### src/rtl/rvm_pkg.sv
package rvm_pkg;

    typedef enum logic [2:0] {
        ST_IDLE    = 3'd0,
        ST_RX_WAIT = 3'd1,
        ST_TX_WAIT = 3'd2,
        ST_XFER    = 3'd3,
        ST_UNARMED = 3'd4
    } link_st_e;

    typedef struct packed {
        logic valid_drop;
        logic data_change;
        logic ready_drop;
    } viol_t;

    localparam int VIOL_W = 3;

endpackage

### src/rtl/rvm_classifier.sv
module rvm_classifier
    import rvm_pkg::*;
(
    input  logic       rdy,
    input  logic       vld,
    output link_st_e   cur_st,
    output logic [1:0] code,
    output logic       is_xfer,
    output logic       is_stall
);

    always_comb begin
        unique case ({vld, rdy})
            2'b00:   cur_st = ST_IDLE;
            2'b01:   cur_st = ST_RX_WAIT;
            2'b10:   cur_st = ST_TX_WAIT;
            default: cur_st = ST_XFER;
        endcase
    end

    always_comb begin
        is_xfer  = 1'b0;
        is_stall = 1'b0;
        code     = 2'b00;
        unique case (cur_st)
            ST_IDLE:    code = 2'b00;
            ST_RX_WAIT: code = 2'b01;
            ST_TX_WAIT: begin
                code     = 2'b10;
                is_stall = 1'b1;
            end
            ST_XFER: begin
                code    = 2'b11;
                is_xfer = 1'b1;
            end
            default: code = 2'b00;
        endcase
    end

endmodule

### src/rtl/rvm_rule_checker.sv
module rvm_rule_checker
    import rvm_pkg::*;
#(
    parameter int DATA_W       = 8,
    parameter bit STRICT_READY = 1'b1
) (
    input  logic              clk,
    input  logic              rst,
    input  link_st_e          cur_st,
    input  logic [DATA_W-1:0] data,
    output viol_t             flags
);

    link_st_e          prev_st;
    logic [DATA_W-1:0] prev_data;
    viol_t             hits;
    logic              tx_hold_broken_v;
    logic              tx_hold_broken_d;
    logic              rx_hold_broken;

    // State register: remembers the previous sampled condition.
    always_ff @(posedge clk) begin
        if (rst) begin
            prev_st   <= ST_UNARMED;
            prev_data <= '0;
        end else begin
            prev_st   <= cur_st;
            prev_data <= data;
        end
    end

    // Output process: decide which rule the present cycle breaks.
    always_comb begin
        tx_hold_broken_v = 1'b0;
        tx_hold_broken_d = 1'b0;
        unique case (prev_st)
            ST_UNARMED: begin
                tx_hold_broken_v = 1'b0;
                tx_hold_broken_d = 1'b0;
            end
            ST_TX_WAIT: begin
                tx_hold_broken_v = (cur_st != ST_TX_WAIT) && (cur_st != ST_XFER);
                tx_hold_broken_d = (data != prev_data);
            end
            ST_IDLE, ST_RX_WAIT, ST_XFER: begin
                tx_hold_broken_v = 1'b0;
                tx_hold_broken_d = 1'b0;
            end
            default: begin
                tx_hold_broken_v = 1'b0;
                tx_hold_broken_d = 1'b0;
            end
        endcase
    end

    generate
        if (STRICT_READY) begin : g_strict
            always_comb begin
                unique case (prev_st)
                    ST_RX_WAIT: rx_hold_broken = (cur_st == ST_IDLE) || (cur_st == ST_TX_WAIT);
                    default:    rx_hold_broken = 1'b0;
                endcase
            end
        end else begin : g_lax
            assign rx_hold_broken = 1'b0;
        end
    endgenerate

    always_comb begin
        hits.valid_drop  = tx_hold_broken_v;
        hits.data_change = tx_hold_broken_d;
        hits.ready_drop  = rx_hold_broken;
    end

    always_ff @(posedge clk) begin
        if (rst) begin
            flags <= '0;
        end else begin
            flags <= flags | hits;
        end
    end

endmodule

### src/rtl/rvm_sat_counter.sv
module rvm_sat_counter #(
    parameter int W = 32
) (
    input  logic         clk,
    input  logic         rst,
    input  logic         inc,
    output logic [W-1:0] count
);

    localparam logic [W-1:0] TOP = {W{1'b1}};

    always_ff @(posedge clk) begin
        if (rst) begin
            count <= '0;
        end else if (inc && (count != TOP)) begin
            count <= count + 1'b1;
        end
    end

endmodule

### src/rtl/rv_link_monitor.sv
module rv_link_monitor
    import rvm_pkg::*;
#(
    parameter int DATA_W       = 8,
    parameter bit STRICT_READY = 1'b1,
    parameter int CNT_W        = 32
) (
    input  logic              clk,
    input  logic              rst,
    input  logic              link_ready,
    input  logic              link_valid,
    input  logic [DATA_W-1:0] link_data,
    output logic [1:0]        state_code,
    output logic              err_tx_valid_drop,
    output logic              err_tx_data_change,
    output logic              err_rx_ready_drop,
    output logic              err_any,
    output logic [CNT_W-1:0]  xfer_count,
    output logic [CNT_W-1:0]  stall_count
);

    localparam int N_CNT = 2;

    link_st_e         cur_st;
    logic             is_xfer;
    logic             is_stall;
    viol_t            flags;
    logic [N_CNT-1:0] cnt_inc;
    logic [CNT_W-1:0] cnt_val [N_CNT];

    rvm_classifier u_classify (
        .rdy      (link_ready),
        .vld      (link_valid),
        .cur_st   (cur_st),
        .code     (state_code),
        .is_xfer  (is_xfer),
        .is_stall (is_stall)
    );

    rvm_rule_checker #(
        .DATA_W       (DATA_W),
        .STRICT_READY (STRICT_READY)
    ) u_rules (
        .clk    (clk),
        .rst    (rst),
        .cur_st (cur_st),
        .data   (link_data),
        .flags  (flags)
    );

    assign cnt_inc = {is_stall, is_xfer};

    generate
        for (genvar i = 0; i < N_CNT; i++) begin : g_cnt
            rvm_sat_counter #(.W(CNT_W)) u_cnt (
                .clk   (clk),
                .rst   (rst),
                .inc   (cnt_inc[i]),
                .count (cnt_val[i])
            );
        end
    endgenerate

    assign xfer_count         = cnt_val[0];
    assign stall_count        = cnt_val[1];
    assign err_tx_valid_drop  = flags.valid_drop;
    assign err_tx_data_change = flags.data_change;
    assign err_rx_ready_drop  = flags.ready_drop;
    assign err_any            = |flags;

endmodule

### config.mk
export PLATFORM = sky130hd
export DESIGN_NAME = rv_link_monitor
export DESIGN_NICKNAME = d
export VERILOG_FILES = /design/src/rtl/rvm_pkg.sv /design/src/rtl/rvm_classifier.sv /design/src/rtl/rvm_rule_checker.sv /design/src/rtl/rvm_sat_counter.sv /design/src/rtl/rv_link_monitor.sv
export SDC_FILE = /design/constraint.sdc
export NUM_CORES = 1
export LEC_CHECK = 0
export CORE_MARGIN = 8
export CORE_UTILIZATION = 40
export CTS_CLUSTER_SIZE = 28
export DETAILED_ROUTE_END_ITERATION = 6
export HOLD_SLACK_MARGIN = 0.08
export PLACE_DENSITY = 0.75
export SLEW_MARGIN = 20
export SYNTH_ARGS = -nofsm -noshare
export SYNTH_HDL_FRONTEND = slang
export SYNTH_SLANG_ARGS = --single-unit
export TNS_END_PERCENT = 1
### constraint.sdc
create_clock -name clk -period 2.6 [get_ports clk]
set_clock_uncertainty 0.1 [all_clocks]
set_input_delay 0.26 -clock clk [delete_from_list [all_inputs] [get_ports clk]]
set_output_delay 0.26 -clock clk [all_outputs]
set_load 0.02 [all_outputs]
; ---- Word-level counts from Yosys, hierarchy flattened
; Index checks and enable logic that the tools add are counted.
[op_classes]
addsub = 2
eq_ne = 12
muxes = 7
n_bitwise = 1
n_reduce_logical = 7
[op_table]
columns = cell, n
row1 = $add 32x1->32 const B, 2
row2 = $ne 32x32->1 const B, 2
row3 = $pmux 2 s3, 2
row4 = $ne 8x8->1, 1
row5 = $eq 2x2->1 const B, 3
row6 = $mux 1, 5
row7 = $eq 2x1->1 const B, 2
row8 = $ne 2x2->1 const B, 2
row9 = $eq 3x1->1 const B, 1
row10 = $eq 3x2->1 const B, 1
row11 = $logic_and 1x1->1, 3
row12 = $logic_not 3->1, 1
row13 = $or 3x3->3, 1
row14 = $reduce_or 3->1, 1
row15 = $logic_not 2->1, 1
row16 = $logic_or 1x1->1, 1
[totals]
reg_bits = 78
output_inout_bits = 70
word_cells = 36

; ---- Longest topological paths before layout
; Gate-level depths: netlist of the first run.
[depth]
depth_word = 6
ltp_mapped = 7
ltp_nobuf = 6

; ---- Hierarchy
; Synthesis of the first run repeated with hierarchy kept, for this count alone.
[unflattened]
hier_cells = 455
hier_area_um2 = 3903.7
[modules_own_cells]
columns = module, instances, cells_per_inst, area_per_inst_um2
row1 = rvm_sat_counter, 2, 199, 1674.1
row2 = rvm_rule_checker, 1, 48, 499.2
row3 = rvm_classifier, 1, 8, 50.0
row4 = rv_link_monitor, 1, 1, 6.3

; ---- Least setup slack after synthesis of the first run
; OpenSTA, ideal clock, no wires.
[synth_timing]
path_type = reg-to-reg
startpoint = reg g_cnt[0].u_cnt.count[16]
endpoint = reg g_cnt[0].u_cnt.count[15]
t_arrival_ns = 2.036
required_ns = 2.375
path_slack_ns = 0.338
path_stages_with_launch = 7
period_less_slack_ns = 2.262
path_cell_list = dfxtp_1 -> nand4_4 -> or4_4 -> o311ai_4 -> buf_6 -> xnor2_1 -> nor2_2
[synth_between]
elab_chain_cells = 2
[synth_lines]
columns = item, line_no
row1 = from (decl), rvm_sat_counter.sv:7  ; output logic [W-1:0] count
row2 = from (signal assigned), rvm_sat_counter.sv:16  ; count <= count + 1'b1;
row3 = $ne 32x32->1, rvm_sat_counter.sv:15  ; end else if (inc && (count != TOP)) begin
row4 = $logic_and 1x1->1, rvm_sat_counter.sv:15
; No other way between the ends.
; A chain may end at the register's enable or synchronous reset.

; ---- Worst setup path after layout of the first run
[layout_timing]
startpoint = reg g_cnt[0].u_cnt.count[24]
endpoint = reg g_cnt[0].u_cnt.count[31]
[layout_between]
elab_chain_cells = 2
elab_cells_between_ends = 3
classes_between = add/sub: 1 / eq/ne: 1 / reduce/logical: 1
[layout_lines]
columns = item
row1 = "parallel branches: the longest is 2 deep, another holds $add 32x1->32"
; Parallel ways; which one is timed is not known.

==> impl_metrics.py, run 1 <==
metrics = {
    "cts": {
        "clock_sinks": 78,
        "path_clk_slew_ns": 0.08,
        "cts.repair.resized": 0,
        "cts_buffers": 9,
        "cts_tree": "done",
        "post_cts_buffers": 0,
        "cts-root-buf": "clkbuf_8",
        "htree_levels": 3,
        "ctsHoldBuffers": 0,
        "clockBufferDepth": 2,
        "insertion_delay_ns": 0.34,
    },
    "sta": {
        "fin_crit_sh": 0.906,
        "slew_violations": 0,
        "fin_hold_ws_ns": 0.152,
        "finalSetupTns_ns": 0,
        "layout_min_cycle_time_ns": 2.35,
        "hold_violations": 0,
        "finalSetupViolCount": 0,
        "maxClockFrequency_mhz": 425,
        "slew_headroom": 0.540,
        "rsz0062_at_grt": "false",
        "worst_pin_slew_ns": 0.688,
    },
    "layout": {
        "nets": 542,
        "final_util": 0.540,
        "n_fill_cell": 866,
        "finalInstanceArea_mm2": 0.00496,
        "regArea_mm2": 0.00156,
        "n_antenna_cell": 0,
        "drive_above_1_share": 0.0977,
        "area_delta_synth_final_pct": 31.0,
        "multi_input_area_mm2": 0.00211,
    },
    "grt": {
        "grt_pass1_vias": 3420,
        "grt_overflow_total": 0,
        "antenna_found_initial": 0,
        "track_usage": 0.150,
        "grt_max_degree": 55,
        "grt_pass1_wl_um": 16200,
    },
    "floorplanning": {
        "design.portCount": 82,
        "fp.dieW_um": 113,
        "fp.dieArea_mm2": 0.0128,
        "die-height_um": 113,
        "rows": 35,
        "coreArea_mm2": 0.00920,
        "start_util": 0.412,
    },
    "critical_path": {
        "critPathCaptureType": "flop",
        "path_cells": "nand4_1 > or4_4 > o311ai_4 > or4_1 > a21oi_1",
        "cp_num_buf_inv": 0,
        "critPathMaxFanout": 17,
        "r2r_end": "g_cnt[0].u_cnt.count[31]$_SDFFE_PP0P_",
        "worstSetupPathType": "reg2reg",
        "cp.required_ns": 2.71,
        "start_kind": "flop",
        "critPathMaxStageDelay_ns": 0.67,
        "cp_slowest_cell": "o311ai_4",
        "crit_start": "g_cnt[0].u_cnt.count[24]$_SDFFE_PP0P_",
        "arrival_ns": 2.47,
        "r2r-start": "g_cnt[0].u_cnt.count[24]$_SDFFE_PP0P_",
        "critPathTopFamily": "simple AND/OR/NAND/NOR gates",
        "r2r_slack_ns": 0.25,
        "rr_worst_depth": 5,
    },
    "synthesis": {
        "postSynthCellCount": 440,
        "synth_edf_count": 0,
        "synthFlopType": "dfxtp_1",
        "ys_top_cells_by_area": "dfxtp_1 (41%), a21oi_1 (5.0%), or3_1 (4.6%)",
        "synth_top_cell_area_share": 0.412,
        "syn_area_mm2": 0.00379,
        "yosys-top-cells-count": "dfxtp_1 (78), nor2_1 (43), a21oi_1 (38)",
        "syn_area_per_cell_um2": 8.61,
        "synth-seq-cells": 78,
        "yosysTopAreaCell": "dfxtp_1",
        "yosysWarnings": 0,
        "synthArstFlopShare": 0,
        "yosysSeqAreaShare": 0.412,
        "synth.most_common_cell": "dfxtp_1",
        "yosysUniqueCellTypes": 49,
        "synth_nets": 454,
    },
    "detailed_routing": {
        "drtPass1Iterations": 4,
        "antenna_left": 0,
        "avgViaCountPerCell": 5.59,
        "wl_per_cell_um": 15.0,
        "vias": 3597,
        "drcViolationCount": 0,
        "first_iter_violations": 131,
        "finalWirelength_um": 9640,
    },
    "worst_hold_path": {
        "min-delay-path-class": "in2reg",
        "min_delay_path_depth": 2,
        "hp-start": "rst",
        "whs_endpoint": "g_cnt[1].u_cnt.count[8]$_SDFFE_PP0P_",
    },
    "power_and_ir_drop": {
        "leakage_nw": 1.60,
        "peakVddDrop_v": 0.000306,
        "power_density_mw_per_mm2": 435,
    },
    "placement": {
        "gp_congestion": 0.782,
        "dp_hpwl_um": 7180,
        "place_area_mm2": 0.00479,
        "port_buffers": 81,
    },
    "run": {
        "max_cap_violations": 0,
    },
    "status": {
        "outcome": "finished, final reports clean",
    },
}
## final cells by class
type,count,share of cell area
clock inverter,3,0.00403
inverter,5,0.00378
clock buffer,12,0.0313
multi-input combinational,334,0.425
tap,111,0.0280
timing repair buffer,100,0.194
sequential,78,0.315
## worst reg2reg max path, cell delays in order (launching register included)
cell	delay, ns
dfxtp_1	0.46
nand4_1	0.22
or4_4	0.51
o311ai_4	0.67
or4_1	0.20
a21oi_1	0.06
## stage by stage
step	power, mW	cells	setup WS [ns]
global route	2.24	643	0.0897
global placement	1.36	628	0.145
floorplan	1.31	440	0.338
CTS	2.18	643	0.250
detailed placement	1.37	628	0.0162
finish	2.16	643	0.246
## cells by family (layout without fill, tap and decap cells)
logic type | count (synthesis) | in the layout | share of synthesized area
adders and majority gates | 2 | 2 | 0.00660
and+or+nand+nor | 202 | 202 | 0.312
buffers and inverters | 28 | 120 | 0.0317
AOI/OAI and AO/OA | 96 | 96 | 0.154
DFF | 78 | 78 | 0.412
muxes | 9 | 9 | 0.0261
xor gates and xnor gates | 25 | 25 | 0.0578
## power breakdown
part           switching [mW]  internal, mW
Sequential             0.0104          1.21
Clock                   0.430         0.393
Combinational          0.0621        0.0557
## per-layer routing
metal	up-vias	track usage	wire length, µm
li1	1800	-	-
met1	1694	0.180	4230
met2	99	0.249	4700
met3	4	0.0506	663
met4	0	0.0435	45
met5	-	0	0
## worst max-delay path by stage
stage | to | cells after the start
global route | g_cnt[0].u_cnt.count[27]$_SDFFE_PP0P_ | 5
detailed placement | g_cnt[1].u_cnt.count[29]$_SDFFE_PP0P_ | 6
global placement | g_cnt[1].u_cnt.count[30]$_SDFFE_PP0P_ | 6
CTS | g_cnt[0].u_cnt.count[31]$_SDFFE_PP0P_ | 5
floorplan | g_cnt[0].u_cnt.count[15]$_SDFFE_PP0P_ | 6
finish | g_cnt[0].u_cnt.count[31]$_SDFFE_PP0P_ | 5
## cells in the final DEF (no fill, tap or decap), drive strengths merged, types with 7 or more instances in the layout
master and instances:
clkdlybuf4s50 80, dfxtp 78, nor2 44, a21oi 38, or3 28, o21ai 27, nand3 26, nand2 21
buf 20, nor2b 17, xnor2 17, nand4 16, clkbuf 12, nor4 11, or4 10, o31ai 8
xor2 8, mux2 7
## flip-flops by register name (all words and copies together) (netlist names)
name and flops:
u_rules.prev_data 8, u_rules.flags 3, g_cnt.u_cnt.count 64, u_rules.prev_st 3
(Power assumes the default switching activity.)
==> run 2, diff against run 1 <==
- GPL_TIMING_DRIVEN: default -> 0
==> impl_metrics.py, run 2 (synthesized netlist as in run 1, its figures left out) <==
metrics = {
    "sta": {
        "layout_min_cycle_time_ns": 2.50,
        "timing.final.ws_setup_ns": 0.0960,
        "slew_headroom": 0.597,
        "slew_violations": 0,
        "worst_pin_slew_ns": 0.589,
        "maxClockFrequency_mhz": 399,
        "rsz0062_at_grt": "true",
        "fin_crit_sh": 0.963,
        "finalSetupViolCount": 0,
        "hold_violations": 0,
        "fin_hold_ws_ns": 0.179,
    },
    "grt": {
        "grt_use_met2": 0.262,
        "grt.busiest_layer": "met2",
        "antenna_found_initial": 0,
        "grt_overflow_total": 0,
        "track_usage": 0.154,
        "grt_max_degree": 13,
        "use_met3": 0.0660,
        "use_met1": 0.169,
        "grt_pass1_vias": 3512,
        "grt_pass1_wl_um": 16300,
    },
    "cts": {
        "cts_tree": "done",
        "cts.repair.resized": 0,
        "cts_buffers": 9,
        "post_cts_buffers": 0,
        "htree_levels": 3,
        "ctsHoldBuffers": 0,
        "clockBufferDepth": 2,
        "clock_sinks": 78,
        "cts-root-buf": "clkbuf_8",
        "insertion_delay_ns": 0.35,
        "path_clk_slew_ns": 0.08,
    },
    "critical_path": {
        "cp.required_ns": 2.72,
        "crit_start": "g_cnt[0].u_cnt.count[0]$_SDFFE_PP0P_",
        "arrival_ns": 2.62,
        "r2r-start": "g_cnt[0].u_cnt.count[0]$_SDFFE_PP0P_",
        "rr_worst_depth": 7,
        "critPathCaptureType": "flop",
        "worstSetupPathType": "reg2reg",
        "critPathMaxFanout": 10,
        "start_kind": "flop",
    },
    "power_and_ir_drop": {
        "leakage_nw": 1.61,
        "peakVddDrop_v": 0.000359,
        "total_power_mw": 2.36,
        "power_density_mw_per_mm2": 477,
    },
    "worst_hold_path": {
        "hp-start": "link_ready",
        "min-delay-path-class": "in2reg",
        "min_delay_path_depth": 2,
    },
    "detailed_routing": {
        "first_iter_violations": 178,
        "avgViaCountPerCell": 5.71,
        "finalWirelength_um": 10100,
        "vias": 3682,
        "drcViolationCount": 0,
        "wl_per_cell_um": 15.6,
        "drtPass1Iterations": 4,
        "antenna_left": 0,
    },
    "layout": {
        "nets": 544,
        "area_delta_synth_final_pct": 30.8,
        "drive_above_1_share": 0.0749,
        "top_regs": "g_cnt.u_cnt.count x64, u_rules.prev_data x8",
        "final_common_cell": "clkdlybuf4s50_1",
        "layout_common_cells": "clkdlybuf4s50_1 (79), dfxtp_1 (78), nor2_1 (43)",
        "final_util": 0.539,
        "n_antenna_cell": 0,
        "largest_reg_flops": 64,
        "top_register": "g_cnt.u_cnt.count",
    },
    "placement": {
        "dp_hpwl_um": 7440,
        "port_buffers": 79,
        "gp_congestion": 0.818,
        "dp_slack_ns": 0.0906,
    },
    "floorplanning": {
        "die-height_um": 113,
        "fp.dieW_um": 113,
        "start_util": 0.412,
        "design.portCount": 82,
        "coreArea_mm2": 0.00920,
        "fp.dieArea_mm2": 0.0128,
        "rows": 35,
    },
    "status": {
        "outcome": "finished, final reports clean",
    },
    "run": {
        "max_cap_violations": 0,
    },
}
-- run 2: changes by cell type in the layout (fill, tap and decap cells not counted), moves of 3 or more --
cell,delta
buf_4,-18
buf_2,+4
clkbuf_1,+12
buf_1,+3
-- run 2: final timing paths --
path	end	slack, ns
worst min-delay path	u_rules.prev_st[0]$_SDFF_PP0_	0.18
worst max register to register	g_cnt[0].u_cnt.count[26]$_SDFFE_PP0P_	0.1
worst min register to register	g_cnt[0].u_cnt.count[30]$_SDFFE_PP0P_	0.42
worst max-delay path	g_cnt[0].u_cnt.count[26]$_SDFFE_PP0P_	0.1
-- run 2: layout make-up --
cell class | instances | area [µm²]
Timing Repair Buffer | 79 | 791
Inverter | 5 | 18.8
Multi-Input combinational cell | 334 | 2120
Sequential cell | 78 | 1560
Fill cell | 855 | 4240
Clock buffer | 11 | 151
Clock inverter | 4 | 70.1
Buffer | 23 | 101
Tap cell | 111 | 139
-- run 2: where the power goes --
group / internal, mW / switching [mW]
registers: 1.21 / 0.0109
logic: 0.0509 / 0.0666
clock network: 0.585 / 0.441
total: 1.84 / 0.519
-- run 2: per-layer routing --
layer,wire length (µm),part of all wire
met5,0,0
met4,150,0.015
met3,758,0.075
met2,4780,0.48
met1,4360,0.43
-- run 2: critical path, stage by stage (launching register included) --
cell and delay (ns):
dfxtp_1 0.42, ha_1 0.22, and4_1 0.26, nand4_1 0.26
a211o_1 0.37, clkbuf_1 0.24, o41ai_1 0.38, a21oi_1 0.11
-- run 2: metrics by stage --
step / instance area [µm²] / std cells / setup TNS, ns
finish: 4960 / 645 / 0
global route: 4960 / 645 / -0.0571
CTS: 4940 / 645 / 0
detailed placement: 4720 / 630 / 0
global placement: 4720 / 630 / 0
floorplan: 3790 / 440 / 0
==> run 3, diff against run 2 <==
- CTS_BUF_LIST: default -> sky130_fd_sc_hd__clkbuf_4 sky130_fd_sc_hd__clkbuf_8
- SYNTH_HIERARCHICAL: default -> 1
==> impl_metrics.py, run 3 <==
metrics = {
    "cts": {
        "insertion_delay_ns": 0.35,
        "cts_tree": "done",
        "cts_buffers": 9,
        "ctsHoldBuffers": 0,
        "htree_levels": 3,
        "path_clk_slew_ns": 0.09,
        "clock_sinks": 78,
        "cts-root-buf": "clkbuf_8",
        "clockBufferDepth": 2,
    },
    "worst_hold_path": {
        "min-delay-path-class": "reg2reg",
    },
    "status": {
        "outcome": "finished, final reports clean",
    },
    "power_and_ir_drop": {
        "seqPwrFrac": 0.544,
        "netSwitchingFraction": 0.232,
        "leakage_nw": 1.60,
        "power_density_mw_per_mm2": 434,
        "clock_power_share": 0.401,
        "peakVddDrop_v": 0.000225,
        "total_power_mw": 2.24,
        "p_int_mw": 1.72,
        "switchingPower_mw": 0.520,
        "comb_power_share": 0.055,
    },
    "grt": {
        "use_met1": 0.209,
        "grt_overflow_total": 0,
        "grt_max_degree": 14,
        "use_met3": 0.0483,
        "grt_pass1_vias": 3627,
        "track_usage": 0.166,
        "antenna_found_initial": 0,
        "grt_pass1_wl_um": 18000,
        "grt_use_met2": 0.271,
        "grt.busiest_layer": "met2",
    },
    "sta": {
        "slew_violations": 0,
        "maxClockFrequency_mhz": 406,
        "layout_min_cycle_time_ns": 2.46,
        "slew_headroom": 0.571,
        "rsz0062_at_grt": "true",
        "finalSetupViolCount": 0,
        "fin_crit_sh": 0.947,
        "hold_violations": 0,
        "worst_pin_slew_ns": 0.638,
    },
    "synthesis": {
        "synth_nets": 469,
        "synthFlopType": "dfxtp_1",
        "syn_area_per_cell_um2": 8.58,
        "yosysWarnings": 6,
        "yosysUniqueCellTypes": 47,
        "synthArstFlopShare": 0,
        "synth.most_common_cell": "dfxtp_1",
        "synth-seq-cells": 78,
        "yosys-top-cells-count": "dfxtp_1 (78), a21oi_1 (45), nor2_1 (31)",
        "synth_edf_count": 0,
        "synth_top_cell_area_share": 0.400,
        "postSynthCellCount": 455,
        "ys_top_cells_by_area": "dfxtp_1 (40%), a21oi_1 (5.8%), o31ai_1 (4.6%)",
        "yosysTopAreaCell": "dfxtp_1",
        "syn_area_mm2": 0.00390,
        "yosysSeqAreaShare": 0.400,
    },
    "detailed_routing": {
        "finalWirelength_um": 10800,
        "antenna_left": 0,
        "avgViaCountPerCell": 5.65,
        "first_iter_violations": 233,
        "wl_per_cell_um": 15.7,
        "drcViolationCount": 0,
        "vias": 3880,
        "drtPass1Iterations": 4,
    },
    "placement": {
        "place_area_mm2": 0.00488,
        "gp_congestion": 0.827,
        "dp_hpwl_um": 7820,
        "port_buffers": 81,
    },
    "layout": {
        "nets": 563,
        "top_regs": "g_cnt.u_cnt/count x64, u_rules/prev_data x8",
        "final_common_cell": "clkdlybuf4s50_1",
        "finalInstanceArea_mm2": 0.00516,
        "top_register": "g_cnt.u_cnt/count",
        "largest_reg_flops": 64,
        "n_antenna_cell": 0,
        "drive_above_1_share": 0.103,
        "n_fill_cell": 940,
        "area_delta_synth_final_pct": 32.2,
        "layout_common_cells": "clkdlybuf4s50_1 (81), dfxtp_1 (76), a21oi_1 (45)",
    },
    "critical_path": {
        "critPathCaptureType": "flop",
        "cp.required_ns": 2.76,
        "critPathTopFamily": "simple AND/OR/NAND/NOR gates",
        "path_cells": "nand3_2 > or3_1 > clkbuf_1 > nor4_4 > buf_4 > clkbuf_4 > o21ai_0 > a21oi_1",
        "arrival_ns": 2.62,
        "cp_slowest_cell": "dfxtp_1",
        "start_kind": "flop",
        "critPathMaxFanout": 10,
        "critPathMaxStageDelay_ns": 0.44,
        "worstSetupPathType": "reg2reg",
        "cp_num_buf_inv": 3,
    },
    "floorplanning": {
        "rows": 36,
        "start_util": 0.405,
        "design.portCount": 82,
        "die-height_um": 115,
        "fp.dieArea_mm2": 0.0132,
        "coreArea_mm2": 0.00964,
        "fp.dieW_um": 115,
    },
    "run": {
        "max_cap_violations": 0,
    },
}
==> run 3: cell types whose count changed in the layout (fill, tap and decap cells not counted), sizes merged, moves of 6 or more <==
| cell | before | now |
|---|---|---|
| o31ai | 8 | 24 |
| or4 | 10 | 24 |
| nor2 | 44 | 31 |
| o21ai | 27 | 17 |
| a21oi | 38 | 45 |
| nor2b | 17 | 10 |
| xor2 | 8 | 2 |
| nand4 | 16 | 22 |
==> run 3: metal layers <==
metal / wire, µm / share of wire / vias up
li1: - / - / 1898
met1: 4840 / 0.45 / 1872
met2: 5130 / 0.47 / 106
met3: 780 / 0.072 / 4
met4: 50 / 0.0046 / 0
met5: 0 / 0 / -
==> run 3: cell type report <==
type                            count  area, µm²  share of cell area
Inverter                            7       26.3             0.00509
Clock inverter                      6       62.6              0.0121
Tap cell                          133        166              0.0323
Buffer                             28        136              0.0264
Timing Repair Buffer               83        826               0.160
Sequential cell                    78       1560               0.303
Clock buffer                       10        131              0.0255
Multi-Input combinational cell    342       2250               0.436
==> run 3: cell families after synthesis <==
family,synth area share
other,0.000961
adders and majority gates,0.00641
xor gates and xnor gates,0.0494
muxes,0.0167
buffers and inverters,0.0388
DFF,0.400
AOI/OAI and AO/OA,0.168
and+or+nand+nor,0.320
==> run 3: worst paths after layout <==
| path | startpoint | to | slack, ns | cells past startpoint |
|---|---|---|---|---|
| max | g_cnt[1].u_cnt/count[13]$_SDFFE_PP0P_ | g_cnt[1].u_cnt/count[19]$_SDFFE_PP0P_ | 0.14 | 8 |
| min | u_rules/flags[2]$_SDFF_PP0_ | u_rules/flags[2]$_SDFF_PP0_ | 0.38 | 2 |
| max reg2reg | g_cnt[1].u_cnt/count[13]$_SDFFE_PP0P_ | g_cnt[1].u_cnt/count[19]$_SDFFE_PP0P_ | 0.14 | 8 |
| min reg2reg | u_rules/flags[2]$_SDFF_PP0_ | u_rules/flags[2]$_SDFF_PP0_ | 0.38 | 2 |
==> run 3: worst reg2reg max path, cell delays in order, from the launching register on <==
cell      delay [ns]
dfxtp_1         0.44
nand3_2         0.17
or3_1           0.37
clkbuf_1        0.24
nor4_4          0.30
buf_4           0.23
clkbuf_4        0.23
o21ai_0         0.11
a21oi_1         0.17
==> run 3: power by group through the flow <==
stage / registers (mW) / clock network [mW] / logic, mW
global route: 1.22 / 0.987 / 0.136
global placement: 1.25 / 0 / 0.120
CTS: 1.22 / 0.932 / 0.123
floorplan: 1.25 / 0 / 0.0639
finish: 1.22 / 0.898 / 0.123
detailed placement: 1.25 / 0 / 0.123
==> run 3: repair_timing <==
item,4_1_cts,5_1_grt
cloned,0,0
pin swaps,0,2
endpoints found under the setup margin,4,32
gates resized for setup,5,14
setup buffers,0,2
==> run 3: stage by stage <==
stage	utilization	setup TNS [ns]	worst slack (ns)	hold WS (ns)	cells
6_report	0.535	0	0.139	0.384	687
5_1_grt	0.535	-0.103	-0.0534	0.420	687
4_1_cts	0.528	-0.0288	-0.0288	0.388	685
3_5_place_dp	0.506	-3.88	-0.413	0.367	669
3_3_place_gp	0.506	-3.88	-0.488	0.367	669
2_1_floorplan	-	0	0.236	0.232	455
